===== src/rtl/sar_seq_pkg.sv =====
package sar_seq_pkg;
  typedef enum logic [1:0] {
    ST_IDLE = 2'd0,
    ST_ACQ  = 2'd1,
    ST_CONV = 2'd2
  } seq_state_t;
endpackage


===== src/rtl/sar_start_sync.sv =====
module sar_start_sync (
  input  logic clk,
  input  logic rst_n,
  input  logic req_async,
  output logic req_rise
);
  logic meta_q, sync_q, prev_q;

  always_ff @(posedge clk or negedge rst_n) begin
    if (!rst_n) begin
      meta_q <= 1'b0;
      sync_q <= 1'b0;
      prev_q <= 1'b0;
    end else begin
      meta_q <= req_async;
      sync_q <= meta_q;
      prev_q <= sync_q;
    end
  end

  assign req_rise = sync_q & ~prev_q;

  AST_RISE_SINGLE: assert property (@(posedge clk) disable iff (!rst_n)
    req_rise |=> !req_rise);
endmodule


===== src/rtl/sar_slot_timer.sv =====
module sar_slot_timer #(
  parameter int ACQ_CLKS = 8,
  parameter int BIT_CLKS = 8
) (
  input  logic clk,
  input  logic rst_n,
  input  logic run,
  input  logic acq_phase,
  output logic slot_last
);
  localparam int MAXC = (ACQ_CLKS > BIT_CLKS) ? ACQ_CLKS : BIT_CLKS;
  localparam int CW   = (MAXC > 1) ? $clog2(MAXC) : 1;
  localparam logic [CW-1:0] ACQ_END = CW'(ACQ_CLKS - 1);
  localparam logic [CW-1:0] BIT_END = CW'(BIT_CLKS - 1);

  logic [CW-1:0] cnt_q, cnt_d;
  logic          cnt_en;

  assign slot_last = run && (cnt_q == (acq_phase ? ACQ_END : BIT_END));
  assign cnt_en    = run || (cnt_q != '0);

  always_comb begin
    if (!run || slot_last) cnt_d = '0;
    else                   cnt_d = cnt_q + 1'b1;
  end

  always_ff @(posedge clk or negedge rst_n) begin
    if (!rst_n)      cnt_q <= '0;
    else if (cnt_en) cnt_q <= cnt_d;
  end

  AST_SLOT_IN_RANGE: assert property (@(posedge clk) disable iff (!rst_n)
    run |-> (cnt_q <= (acq_phase ? ACQ_END : BIT_END)));
endmodule


===== src/rtl/sar_trial_reg.sv =====
module sar_trial_reg #(
  parameter int BITS = 12
) (
  input  logic            clk,
  input  logic            rst_n,
  input  logic            clr,
  input  logic            load_msb,
  input  logic            decide,
  input  logic            cmp_hi,
  output logic [BITS-1:0] trial,
  output logic [BITS-1:0] word_final,
  output logic            last_bit
);
  localparam logic [BITS-1:0] MSB_ONLY = {1'b1, {(BITS-1){1'b0}}};

  logic [BITS-1:0] trial_q, ptr_q, shifted_in, trial_step;
  logic [BITS-1:0] trial_d, ptr_d;
  logic            reg_en;

  for (genvar i = 0; i < BITS; i++) begin : g_bit
    if (i == BITS - 1) begin : g_top
      assign shifted_in[i] = 1'b0;
    end else begin : g_low
      assign shifted_in[i] = ptr_q[i+1];
    end
    assign word_final[i] = ptr_q[i] ? cmp_hi : trial_q[i];
    assign trial_step[i] = word_final[i] | shifted_in[i];
  end

  assign reg_en = clr | load_msb | decide;

  always_comb begin
    if (clr) begin
      trial_d = '0;
      ptr_d   = '0;
    end else if (load_msb) begin
      trial_d = MSB_ONLY;
      ptr_d   = MSB_ONLY;
    end else begin
      trial_d = trial_step;
      ptr_d   = ptr_q >> 1;
    end
  end

  always_ff @(posedge clk or negedge rst_n) begin
    if (!rst_n) begin
      trial_q <= '0;
      ptr_q   <= '0;
    end else if (reg_en) begin
      trial_q <= trial_d;
      ptr_q   <= ptr_d;
    end
  end

  assign trial    = trial_q;
  assign last_bit = ptr_q[0];

  AST_PTR_ONEHOT: assert property (@(posedge clk) disable iff (!rst_n)
    $onehot0(ptr_q));
  AST_BELOW_PTR_CLEAR: assert property (@(posedge clk) disable iff (!rst_n)
    ((trial_q & (ptr_q - 1'b1)) == '0) || (ptr_q == '0));
endmodule


===== src/rtl/sar_conv_seq.sv =====
module sar_conv_seq #(
  parameter int BITS     = 12,
  parameter int ACQ_CLKS = 8,
  parameter int BIT_CLKS = 8
) (
  input  logic            clk,
  input  logic            rst_n,
  input  logic            start_req,
  input  logic            cmp_hi,
  output logic [BITS-1:0] dac_code,
  output logic            sample_en,
  output logic            busy,
  output logic            done,
  output logic [BITS-1:0] result
);
  import sar_seq_pkg::*;

  seq_state_t      state_q, state_d;
  logic            start_rise, slot_last, last_bit;
  logic            load_msb, decide, result_we;
  logic [BITS-1:0] trial, word_final;
  logic [BITS-1:0] result_q;
  logic            done_q;

  sar_start_sync u_sync (
    .clk       (clk),
    .rst_n     (rst_n),
    .req_async (start_req),
    .req_rise  (start_rise)
  );

  sar_slot_timer #(.ACQ_CLKS(ACQ_CLKS), .BIT_CLKS(BIT_CLKS)) u_timer (
    .clk       (clk),
    .rst_n     (rst_n),
    .run       (state_q != ST_IDLE),
    .acq_phase (state_q == ST_ACQ),
    .slot_last (slot_last)
  );

  sar_trial_reg #(.BITS(BITS)) u_trial (
    .clk        (clk),
    .rst_n      (rst_n),
    .clr        (result_we),
    .load_msb   (load_msb),
    .decide     (decide),
    .cmp_hi     (cmp_hi),
    .trial      (trial),
    .word_final (word_final),
    .last_bit   (last_bit)
  );

  always_comb begin
    state_d   = state_q;
    load_msb  = 1'b0;
    decide    = 1'b0;
    result_we = 1'b0;
    unique case (state_q)
      ST_IDLE: if (start_rise) state_d = ST_ACQ;
      ST_ACQ: if (slot_last) begin
        state_d  = ST_CONV;
        load_msb = 1'b1;
      end
      ST_CONV: if (slot_last) begin
        decide = 1'b1;
        if (last_bit) begin
          result_we = 1'b1;
          state_d   = ST_IDLE;
        end
      end
      default: state_d = ST_IDLE;
    endcase
  end

  always_ff @(posedge clk or negedge rst_n) begin
    if (!rst_n) begin
      state_q <= ST_IDLE;
      done_q  <= 1'b0;
    end else begin
      state_q <= state_d;
      done_q  <= result_we;
    end
  end

  always_ff @(posedge clk or negedge rst_n) begin
    if (!rst_n)         result_q <= '0;
    else if (result_we) result_q <= word_final;
  end

  assign dac_code  = trial;
  assign sample_en = (state_q == ST_ACQ);
  assign busy      = (state_q != ST_IDLE);
  assign done      = done_q;
  assign result    = result_q;

  AST_DONE_ONE_CYCLE: assert property (@(posedge clk) disable iff (!rst_n)
    done |=> !done);
  AST_RESULT_HOLD: assert property (@(posedge clk) disable iff (!rst_n)
    !done |-> $stable(result));
  AST_ACQ_DAC_ZERO: assert property (@(posedge clk) disable iff (!rst_n)
    sample_en |-> (dac_code == '0));
  AST_NO_RESTART: assert property (@(posedge clk) disable iff (!rst_n)
    $rose(sample_en) |-> !$past(busy));
  AST_DONE_ENDS_BUSY: assert property (@(posedge clk) disable iff (!rst_n)
    done |-> (!busy && $past(busy)));
endmodule


===== config.mk =====
export PLATFORM = sky130hd
export DESIGN_NAME = sar_conv_seq
export DESIGN_NICKNAME = d
export VERILOG_FILES = /design/src/rtl/sar_seq_pkg.sv /design/src/rtl/sar_start_sync.sv /design/src/rtl/sar_slot_timer.sv /design/src/rtl/sar_trial_reg.sv /design/src/rtl/sar_conv_seq.sv
export SDC_FILE = /design/constraint.sdc
export NUM_CORES = 1
export LEC_CHECK = 0
export BUFFER_PORTS_ARGS = -buffer_cell sky130_fd_sc_hd__buf_2
export CELL_PAD_IN_SITES_DETAIL_PLACEMENT = 2
export CELL_PAD_IN_SITES_GLOBAL_PLACEMENT = 2
export CORE_MARGIN = 1.5
export CORE_UTILIZATION = 35
export DETAILED_ROUTE_END_ITERATION = 7
export PLACE_DENSITY_LB_ADDON = 0.1
export SYNTH_ARGS = -nofsm -noshare
export SYNTH_HDL_FRONTEND = slang
export SYNTH_SLANG_ARGS = --single-unit

===== constraint.sdc =====
create_clock -name clk -period 2.39 [get_ports clk]
set_input_delay 0.478 -clock clk [delete_from_list [all_inputs] [get_ports clk]]
set_output_delay 0.478 -clock clk [all_outputs]
set_load 0.02 [all_outputs]

# Word-level counts from Yosys, hierarchy flattened
# Index checks and enable logic that the tools add are counted.
totals:
  rom_bits: 0
  mem_bits_rw: 0
  latchBits: 0
  memories: 0
  regBits: 45
  elab_cells: 68
classes:
  bitwise_logic: 15
  n_mux: 28
  addsub: 1
  n_reduce_logical: 8
  mul: 0
  n_shift: 0
  magnitude_cmp: 0
  eq_ne: 7
  div: 0
ops:
  columns: ["operator", "n"]
  rows:
  - ["two-way mux 12 bit", 4]
  - ["two-way mux 1 bit", 18]
  - ["OR 1 bit", 13]
  - ["two-way mux 2 bit", 4]
  - ["!= test 2 x 1 -> 1 bit (second input constant)", 3]
  - ["case mux 2 bit (3 select lines)", 1]
  - ["AND reduction 4 bit", 1]
  - ["adder 3 x 1 -> 3 bit (second input constant)", 1]
  - ["equality test 3 bit (second input constant)", 1]
  - ["two-way mux 3 bit", 1]
  - ["nonzero test 3 bit", 1]
  - ["equality test 2 x 1 -> 1 bit (second input constant)", 1]
  - ["equality test 2 bit (second input constant)", 1]
  - ["zero test 2 bit", 1]
  - ["logical OR 1 bit", 2]
  - ["!= test 2 bit (second input constant)", 1]
  - ["nonzero test 2 bit", 1]
  - ["bitwise AND 1 bit", 1]
  - ["logical AND 1 bit", 1]
  - ["zero test 1 bit", 1]
  - ["NOT 1 bit", 1]

# Logic depth before layout (Yosys ltp)
# Gate-level depths: netlist of the first run.
logic_depth:
  depth_word: 6
  depth_mapped: 7
  ltp_nobuf: 5

# Cells and area by module
# A second synthesis of the first run with hierarchy kept.
hier_totals:
  hier_cells: 153
  hier_area_um2: 2115.8
modules_own_cells:
  columns: ["module", "instances", "area_each_um2", "seq_area_each_um2", "cells_per_inst"]
  rows:
  - ["sar_trial_reg", 1, 1209.9, 600.6, 94]
  - ["sar_conv_seq", 1, 641.9, 375.4, 40]
  - ["sar_slot_timer", 1, 175.2, 75.1, 15]
  - ["sar_start_sync", 1, 88.8, 75.1, 4]

# Worst setup path before layout of the first run
# Ideal clock, no wire load.
synth_timing:
  kind: "flip-flop to flip-flop"
  start: "register u_timer.cnt_q[0]"
  end: "register u_trial.trial_q[10] (netlist: u_trial.trial[10])"
  arrival_ns: 1.599
  slack_ns: 0.665
  path_buffers: 2
  synth_period_minus_slack_ns: 1.725
  stages_incl_launch_ff: 7
  path_cell_list: "dfrtp_1 ha_1 ha_1 buf_2 and4bb_2 buf_2 a221o_1"
synth_between:
  elab_chain_len: 6
  elab_cells_between_ends: 11
synth_rtl:
  columns: ["element", "line_no", "source"]
  rows:
  - ["from (decl)", "sar_slot_timer.sv:16", "logic [CW-1:0] cnt_q, cnt_d;"]
  - ["from (signal assigned)", "sar_slot_timer.sv:29", "else if (cnt_en) cnt_q <= cnt_d;"]
  - ["equality test 3 bit *", "sar_slot_timer.sv:19", "assign slot_last = run && (cnt_q == (acq_phase ? ACQ_END : BIT_END));"]
  - ["logical AND 1 bit *", "sar_slot_timer.sv:19", null]
  - ["two-way mux 1 bit, on equally long branches", "sar_conv_seq.sv:59, sar_conv_seq.sv:63", null]
  - ["two-way mux 1 bit", "sar_conv_seq.sv:57", "unique case (state_q)"]
  - ["two-way mux 12 bit / OR 1 bit (equally long branches)", "sar_trial_reg.sv:36, sar_trial_reg.sv:30", null]
  - ["two-way mux 12 bit / OR 1 bit (equally long branches)", "sar_trial_reg.sv:33, sar_trial_reg.sv:30", null]
  - ["to (signal assigned)", "sar_trial_reg.sv:50", "trial_q <= trial_d;"]
  - ["to (decl)", "sar_trial_reg.sv:16", "logic [BITS-1:0] trial_q, ptr_q, shifted_in, trial_step;"]
# Mark *: on every way between the ends. The rest lies on a longest branch, timed or not.
# A chain may end at the register's enable or synchronous reset.

# Worst setup path after layout of the first run
layout_timing:
  start: "register u_timer.cnt_q[0]"
  end: "register u_trial.trial_q[2] (netlist: u_trial.trial[2])"
# The elaborated chain is that of the path after synthesis.

==> results of run 1 <==
-- final cells by class --
cell class	instances	share of cell area, %
Multi-Input combinational cell	117	32.32
Inverter	5	0.8329
Timing Repair Buffer	33	7.662
Sequential cell	45	49.97
Clock inverter	2	1.666
Tap cell	70	3.887
Clock buffer	6	3.665
-- state kept, by name, indices dropped and copies added (netlist names) --
signal         cells
u_sync.sync_q      1
state_q            2
u_sync.meta_q      1
result            12
done               1
u_trial.ptr_q     12
u_trial.trial     12
u_sync.prev_q      1
u_timer.cnt_q      3
-- metrics by stage --
step           util (%)  hold WS, ns  power (mW)  area, um^2
2_1_floorplan         -       0.1824       1.029        1926
3_3_place_gp      40.99       0.3454       1.093        2133
3_5_place_dp      40.99       0.3548       1.125        2133
4_1_cts           43.29       0.2744       1.722        2253
5_1_grt           43.29       0.2705       1.784        2253
6_report          43.29       0.2490       1.698        2253
-- report_power, final --
group | total (mW) | internal [mW] | switching, mW
Combinational | 0.235 | 0.0949 | 0.140
Clock | 0.595 | 0.340 | 0.255
Sequential | 0.868 | 0.800 | 0.0678
-- how the worst min path moves through the flow --
| stage | startpoint | endpoint | slack, ns |
|---|---|---|---|
| after global placement | u_sync.meta_q | u_sync.sync_q | 0.35 |
| after CTS | rst_n | done | 0.27 |
| after floorplan | rst_n | done | 0.18 |
| after global routing | start_req | u_sync.meta_q | 0.27 |
| after detailed placement | u_sync.meta_q | u_sync.sync_q | 0.35 |
| final | rst_n | done | 0.25 |
-- cells by family after synthesis --
kind of cell,Yosys count,synth area share [%]
muxes,2,1.105
DFF,45,58.48
and+or+nand+nor,47,12.22
xor gates and xnor gates,1,0.4549
buffers and inverters,17,3.704
adders and majority gates,3,1.950
AOI/OAI and AO/OA,64,22.09
-- layer usage --
layer	wire [um]	part of all wire, %
met1	2438	51
met5	0	0
met2	2187	45
met3	163	3.4
met4	24	0.50
-- critical path, stage by stage (launching register included) --
cell       delay [ns]
dfrtp_1          0.40
ha_1             0.19
ha_1             0.38
nand4bb_1        0.55
nor2_1           0.27
a221o_1          0.15
-- layout by cell type (no fill, tap or decap), types with 3 or more instances in the layout --
cell type,count
nand2_1,16
a21oi_1,23
dfrtp_1,45
clkbuf_8,6
o21ai_0,14
ha_1,3
a31oi_1,3
a221o_1,10
nor2_1,14
buf_2,30
inv_1,5
a22o_1,11
nor2b_1,11
buf_4,3
==> results.md, run 1 <==
Placed design:
- In this run, placement finished with an instance count of 270.
- The HPWL after detailed placement is 3217 um.
- Port buffering added 30 buffers.
- The weighted congestion reported at the end of routability-driven placement is 0.6939.
- The setup slack after placement is 0.4188 ns.

Global routing:
- The number of antenna violations at the first check in global routing is 0.
- The aggregate global-route resource usage is 17.60%.
- The total overflow left after global routing is 0.
- The met1 global-route usage is 25.65%.
- The pin count of the biggest net entering global routing is 46.
- The global-route track usage on met3 is 4.762%.
- The most used routing layer in global routing is met1.
- The global routing met2 resource utilization is 25.61%.
- The first-pass GRT wire length is 8121 um.
- The number of global-route vias before repair is 1535.

Yosys:
- The sequential-to-total area share from yosys stat is 58.48%.
- Counting every net in the synthesized netlist gives 186.
- Summed over its instances, the top area cell type makes up 58.48% of the synthesized netlist area.
- The mean instance size in the synthesized netlist is 10.76 um^2.
- Summed over all instances, the cell type with the most area after synthesis is dfrtp_1.
- After synthesis, the cell types taking the most area are dfrtp_1 58%, a21oi_1 6.0%, a221o_1 5.2%.
- The fraction of registers with async set or reset after synthesis is 100.0%.
- In this run, distinct cell masters in the synthesized netlist total 25.
- In the post-synthesis netlist, the cell with the most instances is dfrtp_1.
- Synthesis handed over a netlist of 179 instances.
- The netlist area before placement is 1926 um^2.
- The flop and latch count out of synthesis is 45.
- In the synthesized netlist the dominant register cell turns out to be dfrtp_1.
- The count of warnings emitted by yosys is 0.
- The number of enable flip-flop cells after synthesis is 0.
- By count the netlist is led by 45 x dfrtp_1, 23 x a21oi_1, 16 x nand2_1.

Drt:
- For this block, the routed nets add up to 4814 um of wire.
- After detailed routing, the average wire length per cell comes to 17.32 um.
- The total via count after detailed routing is 1467.
- The count of TritonRoute iterations in the first routing pass is 4.
- The average vias per placed instance is 5.277.
- In this run, the number of DRC markers left after iteration 0 of detailed routing was 97.
- The number of antenna-violating nets in the routed design is 0.
- In the routed design, unresolved DRC markers number 0.

Run:
- The tool flagged a number of max-cap violations equal to 0.

Worst setup path:
- The maximum fanout encountered on the critical timing path is 11.
- For the worst flop-to-flop path, the logic depth is 5.
- The arrival time of the worst setup path is 2.24 ns.
- The most critical setup path has its startpoint at u_timer.cnt_q[0].
- The endpoint identified for the worst register-to-register timing path is u_trial.trial[2].
- Data on the critical path is required at its endpoint by 2.62 ns.
- The worst-case register-to-register setup slack is 0.38 ns.
- The critical path in this run is classified as flop to flop.
- The startpoint identified for the worst register-to-register timing path is u_timer.cnt_q[0].
- STA classifies the critical path startpoint as a flop.
- The critical path ends at u_trial.trial[2].
- The category of the worst setup path capture point is a flop.

Clock network:
- TritonCTS built the clock tree.
- The clock net in this run drives a total of 45 sinks.
- Hold repair after CTS inserted 0 buffers.
- Counting along the longest clock path gives a buffer depth of 2.
- The cell at the root of the clock tree is clkbuf_8.
- After clock tree synthesis, the clock-pin slew on the worst setup and hold paths is 0.09 ns.
- The clock latency of the later-clocked register in the worst-skew pair is 0.30 ns.
- The count of instances resized after the clock tree is built is 0.
- Once the clock tree was built, the setup fixing pass inserted 0 buffers.
- The maximum level of the CTS H-tree is 2.
- The total clock buffers created by CTS is 5.

STA:
- The clock period could shrink to 2.011 ns.
- The final worst-path setup slack is 0.3794 ns.
- At the pin with the least slew margin, the transition time is 0.5918 ns.
- The worst slew slack as a fraction of its limit is 60.32%.
- The worst clock skew is 0.01115 ns.
- Setup total negative slack on the finished layout was measured at 0 ns.
- Setup violations remaining at the end of the flow were counted as 0.
- The final count of pins violating max slew is 0.
- Of the available clock period, the critical path in the final layout requires 84.13%.
- The final number of hold-violating endpoints was 0.
- Based on the critical path, the design can be clocked at up to 497.4 MHz.
- Setup repair after global routing left no endpoint under its margin.

Floorplan:
- The floorplan step defined a die boundary enclosing 5956 um^2.
- The top-level I/O count is 31.
- The region available for standard cell placement spans 5205 um^2.
- The vertical extent of the die is 77.18 um.
- The initial cell density of the core is 37.00%.
- The die width is 77.18 um.
- Row generation in the floorplan step produced 26 rows.

Min path:
- The worst hold path class is input pin to asynchronous set/reset pin.

Power:
- IR analysis of the VDD net gives a maximum drop of 0.3913 mV.
- In this run the power density over the cells is 753.6 nW/um^2.
- For this design the static power due to leakage is 1.069 nW.

Layout:
- The layout has 561 filler cells.
- The layout net count is 214.
- The number of diodes added for antenna fixing is 0.
- The footprint of the flip-flops and latches is 1126 um^2.
- In the final layout, the share of cells above drive strength 1 is 21.15%.
- From synthesis to final layout, the design area changed by 17.02%.
- For this run, the number of standard cells in the final layout without fillers is 278.
- In the final layout, the multi-input gates occupy 728.2 um^2.

Run status:
- The run finished with clean final reports.
(Power assumes the default switching activity.)
==> inputs of run 2 (changes only) <==
==> constraint.sdc (replaced) <==
create_clock -name clk -period 1.9 [get_ports clk]
set_input_delay 0.38 -clock clk [delete_from_list [all_inputs] [get_ports clk]]
set_output_delay 0.38 -clock clk [all_outputs]
set_load 0.02 [all_outputs]
==> run 2 against run 1 <==
Compared with the run above:
- setup slack worse by 0.28 ns
- register-to-register slack worse by 0.18 ns
- highest routed layer unchanged
- via count is 2.9% higher
- final area is 0.56% higher
- critical endpoint is now busy
- utilization is 0.24 points higher
- clock skew is 0.0019 ns lower
- routed wire length is 4.5% higher
- largest power group unchanged
==> results.md, run 2 (synthesis gave the netlist of run 1 again) <==
Layout:
- Of the cells placed in the final design, the portion with a size suffix greater than 1 is 23.36%.
- The sequential cells in the finished layout cover a total of 1127 um^2.
- The layout-stage area growth over the synthesis result is 17.67%.
- In the layout the commonest cells are 44 x dfrtp_1, 30 x buf_2, 23 x a21oi_1.
- The number of diodes added for antenna fixing is 0.
- Leaving out fill and tap cells, the most frequent cell in the layout is dfrtp_1.
- The multi-input combinational cells in the finished layout cover a total of 732.0 um^2.
- The layout net count is 220.
- Measured on the finished design, the core utilization comes to 43.53%.
- The number of fill cells in the layout is 575.

Clock network:
- The clock latency of the later-clocked register in the worst-skew pair is 0.30 ns.
- No sink is reached through more buffers than the 2 on the longest clock path.
- The clock tree from TritonCTS is built.
- The CTS sink count is 45.
- The clock tree synthesis step divided the H-tree into 2 levels.
- The tree is rooted in a clkbuf_8.
- After clock tree synthesis, the clock-pin slew on the worst setup and hold paths is 0.08 ns.
- The total clock buffers created by CTS is 5.
- The total of hold buffers inserted after clock tree synthesis is 0.

Worst setup path:
- The maximum fanout encountered on the critical timing path is 10.
- Among cell families on the critical path, the largest total delay comes from flip-flops.
- The data required time of the critical path is 1.52 ns.
- Traced cell by cell, the critical path runs through buf_4, nor2_1, inv_1, buf_2.
- The critical path is of the flop to output port type.
- The sum of buffers and inverters on the critical path is 3.
- The arrival time of the worst setup path is 1.43 ns.
- The slowest cell on the critical path is dfrtp_2.
- The biggest cell delay along the critical path is 0.49 ns.
- The category of the worst setup path capture point is an output port.
- The critical path startpoint category is a flop.

Power:
- The internal portion of the total power is 1.407 mW.
- The combinational cell fraction of total power is 17.9%.
- The part of the total power dissipated in sequential elements is 53.7%.
- The leakage component of the power is 1.085 nW.
- Per report_power, the clock group accounts for 28.4% of the total.
- In this run the power spent charging and discharging nets is 0.5985 mW.
- The power per cell area is 885.2 nW/um^2.
- The maximum vdd ir drop is 0.3993 mV.
- Net switching is 29.84% of the power.

Drt:
- The total via count after detailed routing is 1510.
- The routed length per placed instance is 17.71 um.
- The first routing iteration left 76 violations.
- The number of antenna-violating nets in the routed design is 0.
- The final layout contains routed wiring with a total length of 5031 um.
- The average vias per placed instance is 5.317.
- The first TritonRoute pass finished after 4 iterations.
- For this run, design rule violations remaining after detail routing come to 0.

STA:
- At the pin with the least slew margin, the transition time is 0.7065 ns.
- The worst-case hold slack is 0.1303 ns.
- The final count of pins violating max slew came to 0.
- The fmax is 554.0 MHz.
- For the final database, setup skew stands at 0.009207 ns.
- The minimum clock period after layout is 1.805 ns.
- The post-route clock period utilization is 95.01%.
- After routing, the total negative slack on setup checks comes to 0 ns.
- Setup repair after global routing left no endpoint under its margin.
- The final number of hold-violating endpoints came to 0.
- Setup violations remaining at the end of the flow were counted as 0.
- Headroom to the max-slew limit came out at 52.90%.

Placed design:
- Buffers placed on the I/O ports in this run total 30.
- The HPWL after detailed placement is 3597 um.
- The weighted congestion reported at the end of routability-driven placement is 0.7080.

Global routing:
- The total grt overflow is 0.
- The pin count of the biggest net entering global routing is 32.
- The number of antenna violations at the first check in global routing was 0.
- Global routing used 17.83% of the available tracks across all layers.
- The number of global-route vias before repair was 1588.
- The first-pass GRT wire length is 8300 um.

Run status:
- The flow ran to the end, and the final reports show no timing, DRC or antenna violations.

Floorplan:
- The vertical extent of the die is 77.18 um.
- The count of standard-cell rows is 26.
- The area of the die is 5956 um^2.
- In this run the horizontal extent of the chip is 77.18 um.
- Once the floorplan was initialized, standard cells occupied 37.00% of the core.
- The top-level I/O count is 31.
- The region available for standard cell placement spans 5205 um^2.

Run:
- The number of max-cap violations is 0.

Min path:
- The tightest min-delay check is of the input pin to asynchronous set/reset pin type.
[run 2: worst register-to-register path, delay by kind of cell (launching register included)]
kind,cells,cell delay [ns]
compound gates,2,0.28
simple gates,1,0.47
fa+ha+maj,2,0.45
flops,1,0.42
[run 2: worst paths after layout]
check | startpoint | endpoint | slack [ns] | depth (start not counted)
worst max-delay path | state_q[0] | busy | 0.09 | 4
worst min-delay path | rst_n | u_timer.cnt_q[2] | 0.13 | 1
worst max register to register | u_timer.cnt_q[0] | u_trial.trial[0] | 0.20 | 5
worst min register to register | u_sync.meta_q | u_sync.sync_q | 0.35 | 0
max in group asynchronous | rst_n | u_trial.trial[7] | 1.17 | 2
min in group clk | start_req | u_sync.meta_q | 0.18 | 1
[run 2: what timing repair did]
| item | CTS | global route |
|---|---|---|
| resized for setup | 0 | 2 |
| setup buffers | 0 | 0 |
| endpoints found under the setup margin | 0 | 4 |
[run 2: cell type report]
class	count	area share, %
clock inverter	2	0.4417
timing repair buffer	39	9.608
clock buffer	6	3.203
tap	70	3.865
multi-input combinational	117	32.30
inverter	5	0.8283
sequential	45	49.75
[run 2: power groups by stage]
stage	clock network, mW	logic [mW]	registers [mW]
after floorplan	0	0.227	1.07
after global placement	0	0.323	1.08
after detailed placement	0	0.365	1.09
after CTS	0.598	0.366	1.07
after global routing	0.634	0.393	1.08
final	0.571	0.359	1.08
[run 2: through the flow]
step / power, mW / cells / setup slack (ns) / area (um^2)
2_1_floorplan: 1.294 / 179 / 0.1747 / 1926
3_3_place_gp: 1.403 / 276 / 0.1917 / 2178
3_5_place_dp: 1.454 / 276 / 0.09119 / 2178
4_1_cts: 2.035 / 284 / 0.03790 / 2261
5_1_grt: 2.109 / 284 / 0.05018 / 2266
6_report: 2.006 / 284 / 0.09482 / 2266
[run 2: metal layers]
metal,global-route usage [%],share of wire [%]
met4,5.455,0.80
met3,3.095,3.0
met2,28.16,47
met1,24.92,49
met5,0,0
==> inputs of run 3 (changes only) <==
--- a/config.mk
+++ b/config.mk
@@ -8,9 +8,11 @@
 export BUFFER_PORTS_ARGS = -buffer_cell sky130_fd_sc_hd__buf_2
 export CELL_PAD_IN_SITES_DETAIL_PLACEMENT = 2
 export CELL_PAD_IN_SITES_GLOBAL_PLACEMENT = 2
+export CORE_ASPECT_RATIO = 1.5
 export CORE_MARGIN = 1.5
 export CORE_UTILIZATION = 35
 export DETAILED_ROUTE_END_ITERATION = 7
+export HOLD_SLACK_MARGIN = 0.05
 export PLACE_DENSITY_LB_ADDON = 0.1
 export SYNTH_ARGS = -nofsm -noshare
 export SYNTH_HDL_FRONTEND = slang
==> run 3 against run 2 <==
Compared with the run above:
- non-clock buffer count fell by 2
- utilization grew 0.63 points
- clock power up 49%
- global-route usage is 1.9 points higher
- total power grew 13%
- register-to-register slack lost 0.05 ns
==> results.md, run 3 (synthesis gave the netlist of run 1 again) <==
Run status:
- The run finished with clean final reports.

Drt:
- In this run, the number of DRC markers left after iteration 0 of detailed routing was 43.
- Dividing the detail-routed wire length by the instance count gives 18.85 um.
- The total via count after detailed routing is 1540.
- The remaining design rule violation count is 0.
- For this run, the detailed router's first-pass iteration total came to 4.
- Once detail routing completed, the nets flagged for antenna violations numbered 0.
- The total routed wirelength is 5277 um.
- Using the TritonRoute via totals, the vias-per-cell ratio works out to 5.500.

Power:
- Internal power comes to 1.668 mW.
- Across the VDD grid, the largest voltage drop is 0.5275 mV.
- Overall power consumption after layout is estimated at 2.260 mW.
- The leakage component of the power is 1.099 nW.
- For this design the ratio of total power to cell area is 983.4 nW/um^2.
- The clock group share of total power is 37.5%.
- Of the total power, registers draw 47.0%.
- The switching portion of total power is 26.21%.
- The switching component of the power is 0.5925 mW.
- Combinational cells account for 15.4% of the total power.

Clock network:
- Post-CTS repair changed the size of 0 cells.
- The cell sitting at the root of the clock tree is a clkbuf_8.
- Hold repair after CTS inserted 0 buffers.
- The CTS sink count is 45.
- The total clock buffers created by CTS is 5.
- The clock tree from TritonCTS is built.
- After clock tree synthesis, the clock-pin slew on the worst setup and hold paths is 0.09 ns.
- The H-tree was split into 2 levels.
- The clock passes through at most 2 buffers.
- The number of setup buffers added after CTS is 0.
- The clock latency of the later-clocked register in the worst-skew pair is 0.30 ns.

Worst setup path:
- The worst setup path is captured at an output port.
- The worst setup path is of the flop to output port kind.
- The arrival time of the worst setup path is 1.37 ns.
- The worst setup path is launched from a flop.
- The data required time of the critical path is 1.52 ns.
- In this run the worst path has a maximum fanout of 11.

Floorplan:
- The top-level I/O count is 31.
- The die covers 5965 um^2.
- Measured along the y axis, the die boundary spans 93.85 um.
- Once the floorplan was initialized, standard cells occupied 37.00% of the core.
- The total area inside the core boundary comes to 5205 um^2.
- In this run the core area contains 32 standard-cell rows.
- The die width is 63.56 um.

Global routing:
- The aggregate global-route resource usage is 19.78%.
- The number of antenna violations at the first check in global routing is 0.
- Global routing used 20.95% of the available met1 tracks.
- The number of global-route vias before repair is 1800.
- The first global-routing pass estimated 8963 um of wire.
- After global routing the overflow that remains totals 0.
- For met3 alone, demand over resource in global routing was 3.357%.
- The global routing met2 resource utilization is 37.81%.
- The layer flagged by global routing as most heavily used is met2.
- The pin count of the biggest net entering global routing is 46.

Layout:
- From synthesis to final layout, the design area changed by 19.36%.
- The layout has 583 filler cells.
- In the layout the commonest cells are 45 x dfrtp_1, 30 x buf_2, 23 x a21oi_1.
- The number of antenna diodes in the final layout is 0.
- The fraction of final layout cells sized beyond drive strength 1 is 22.64%.
- The footprint of the flip-flops and latches is 1126 um^2.
- The layout net count is 218.
- The library cell used most frequently in the layout, excluding fill and tap cells, is dfrtp_1.
- The multi-input combinational cell area is 732.0 um^2.
- The finished cells cover 2298 um^2.

STA:
- The transition at the pin with the smallest max-transition slack is 0.5756 ns.
- Clock skew on the completed layout was measured at 0.007307 ns.
- Setup repair after global routing left no endpoint under its margin.
- The final worst-path setup slack is 0.1477 ns.
- The total setup violations reported at the end of the flow is 0.
- Based on the critical path, the design can be clocked at up to 570.7 MHz.
- The final-layout setup total negative slack is 0 ns.
- The final number of hold-violating endpoints is 0.
- After layout, the minimum clock period comes to 1.752 ns.
- After layout, the worst path uses 92.22% of the clock period.
- The final count of pins violating max slew is 0.
- In this run the tightest slew margin relative to its limit is 61.62%.

Placed design:
- The placed instance area is 2161 um^2.
- After legalization and detailed placement, the total HPWL measured 3710 um.
- The weighted congestion reported at the end of routability-driven placement is 0.6926.
- Prior to clock tree synthesis, the placed netlist has a worst setup slack of 0.1623 ns.
- The count of buffers added on input and output ports is 30.

Min path:
- The worst hold path class is input pin to asynchronous set/reset pin.

Run:
- Across the run, the number of max-cap violations was 0.
run 3: metal layers:
| layer | wire [um] | share of wire [%] | vias to the layer above |
|---|---|---|---|
| met1 | 1906 | 36 | 798 |
| met2 | 3076 | 58 | 29 |
| met3 | 128 | 2.4 | 12 |
| li1 | - | - | 701 |
| met4 | 165 | 3.1 | 0 |
| met5 | 0 | 0 | - |
run 3: path summary, 6_finish.rpt:
check / slack (ns) / cells after the start / to / start
setup / recovery: 0.15 / 4 / busy / state_q[0]
hold / removal: 0.16 / 2 / u_trial.trial[4] / rst_n
setup reg to reg: 0.15 / 6 / u_trial.trial[3] / u_timer.cnt_q[0]
hold reg to reg: 0.36 / 0 / u_sync.sync_q / u_sync.meta_q
max in group asynchronous: 1.34 / 2 / result[1] / rst_n
min in group clk: 0.19 / 1 / u_sync.meta_q / start_req
run 3: power groups by stage:
stage | clock network [mW] | logic [mW] | registers [mW]
detailed placement | 0 | 0.353 | 1.08
global route | 0.916 | 0.397 | 1.07
global placement | 0 | 0.329 | 1.07
CTS | 0.875 | 0.356 | 1.06
finish | 0.848 | 0.349 | 1.06
floorplan | 0 | 0.227 | 1.07
run 3: cell type report:
type                            count  area share (%)
Timing Repair Buffer               37           8.819
Inverter                            5          0.8166
Sequential cell                    45           48.99
Clock inverter                      3           2.831
Multi-Input combinational cell    117           31.85
Clock buffer                        5           2.994
Tap cell                           68           3.702
run 3: through the flow:
| stage | util [%] | hold slack (ns) | cells |
|---|---|---|---|
| final | 44.16 | 0.1649 | 280 |
| after global routing | 44.16 | 0.1749 | 280 |
| after CTS | 44.09 | 0.1774 | 280 |
| after detailed placement | 41.51 | 0.3420 | 272 |
| after global placement | 41.51 | 0.3449 | 272 |
| after floorplan | - | 0.08441 | 179 |
run 3: critical path, stage by stage, from the launching register on:
cell	delay, ns
dfrtp_1	0.45
buf_4	0.20
nor2_1	0.15
inv_1	0.11
buf_2	0.17
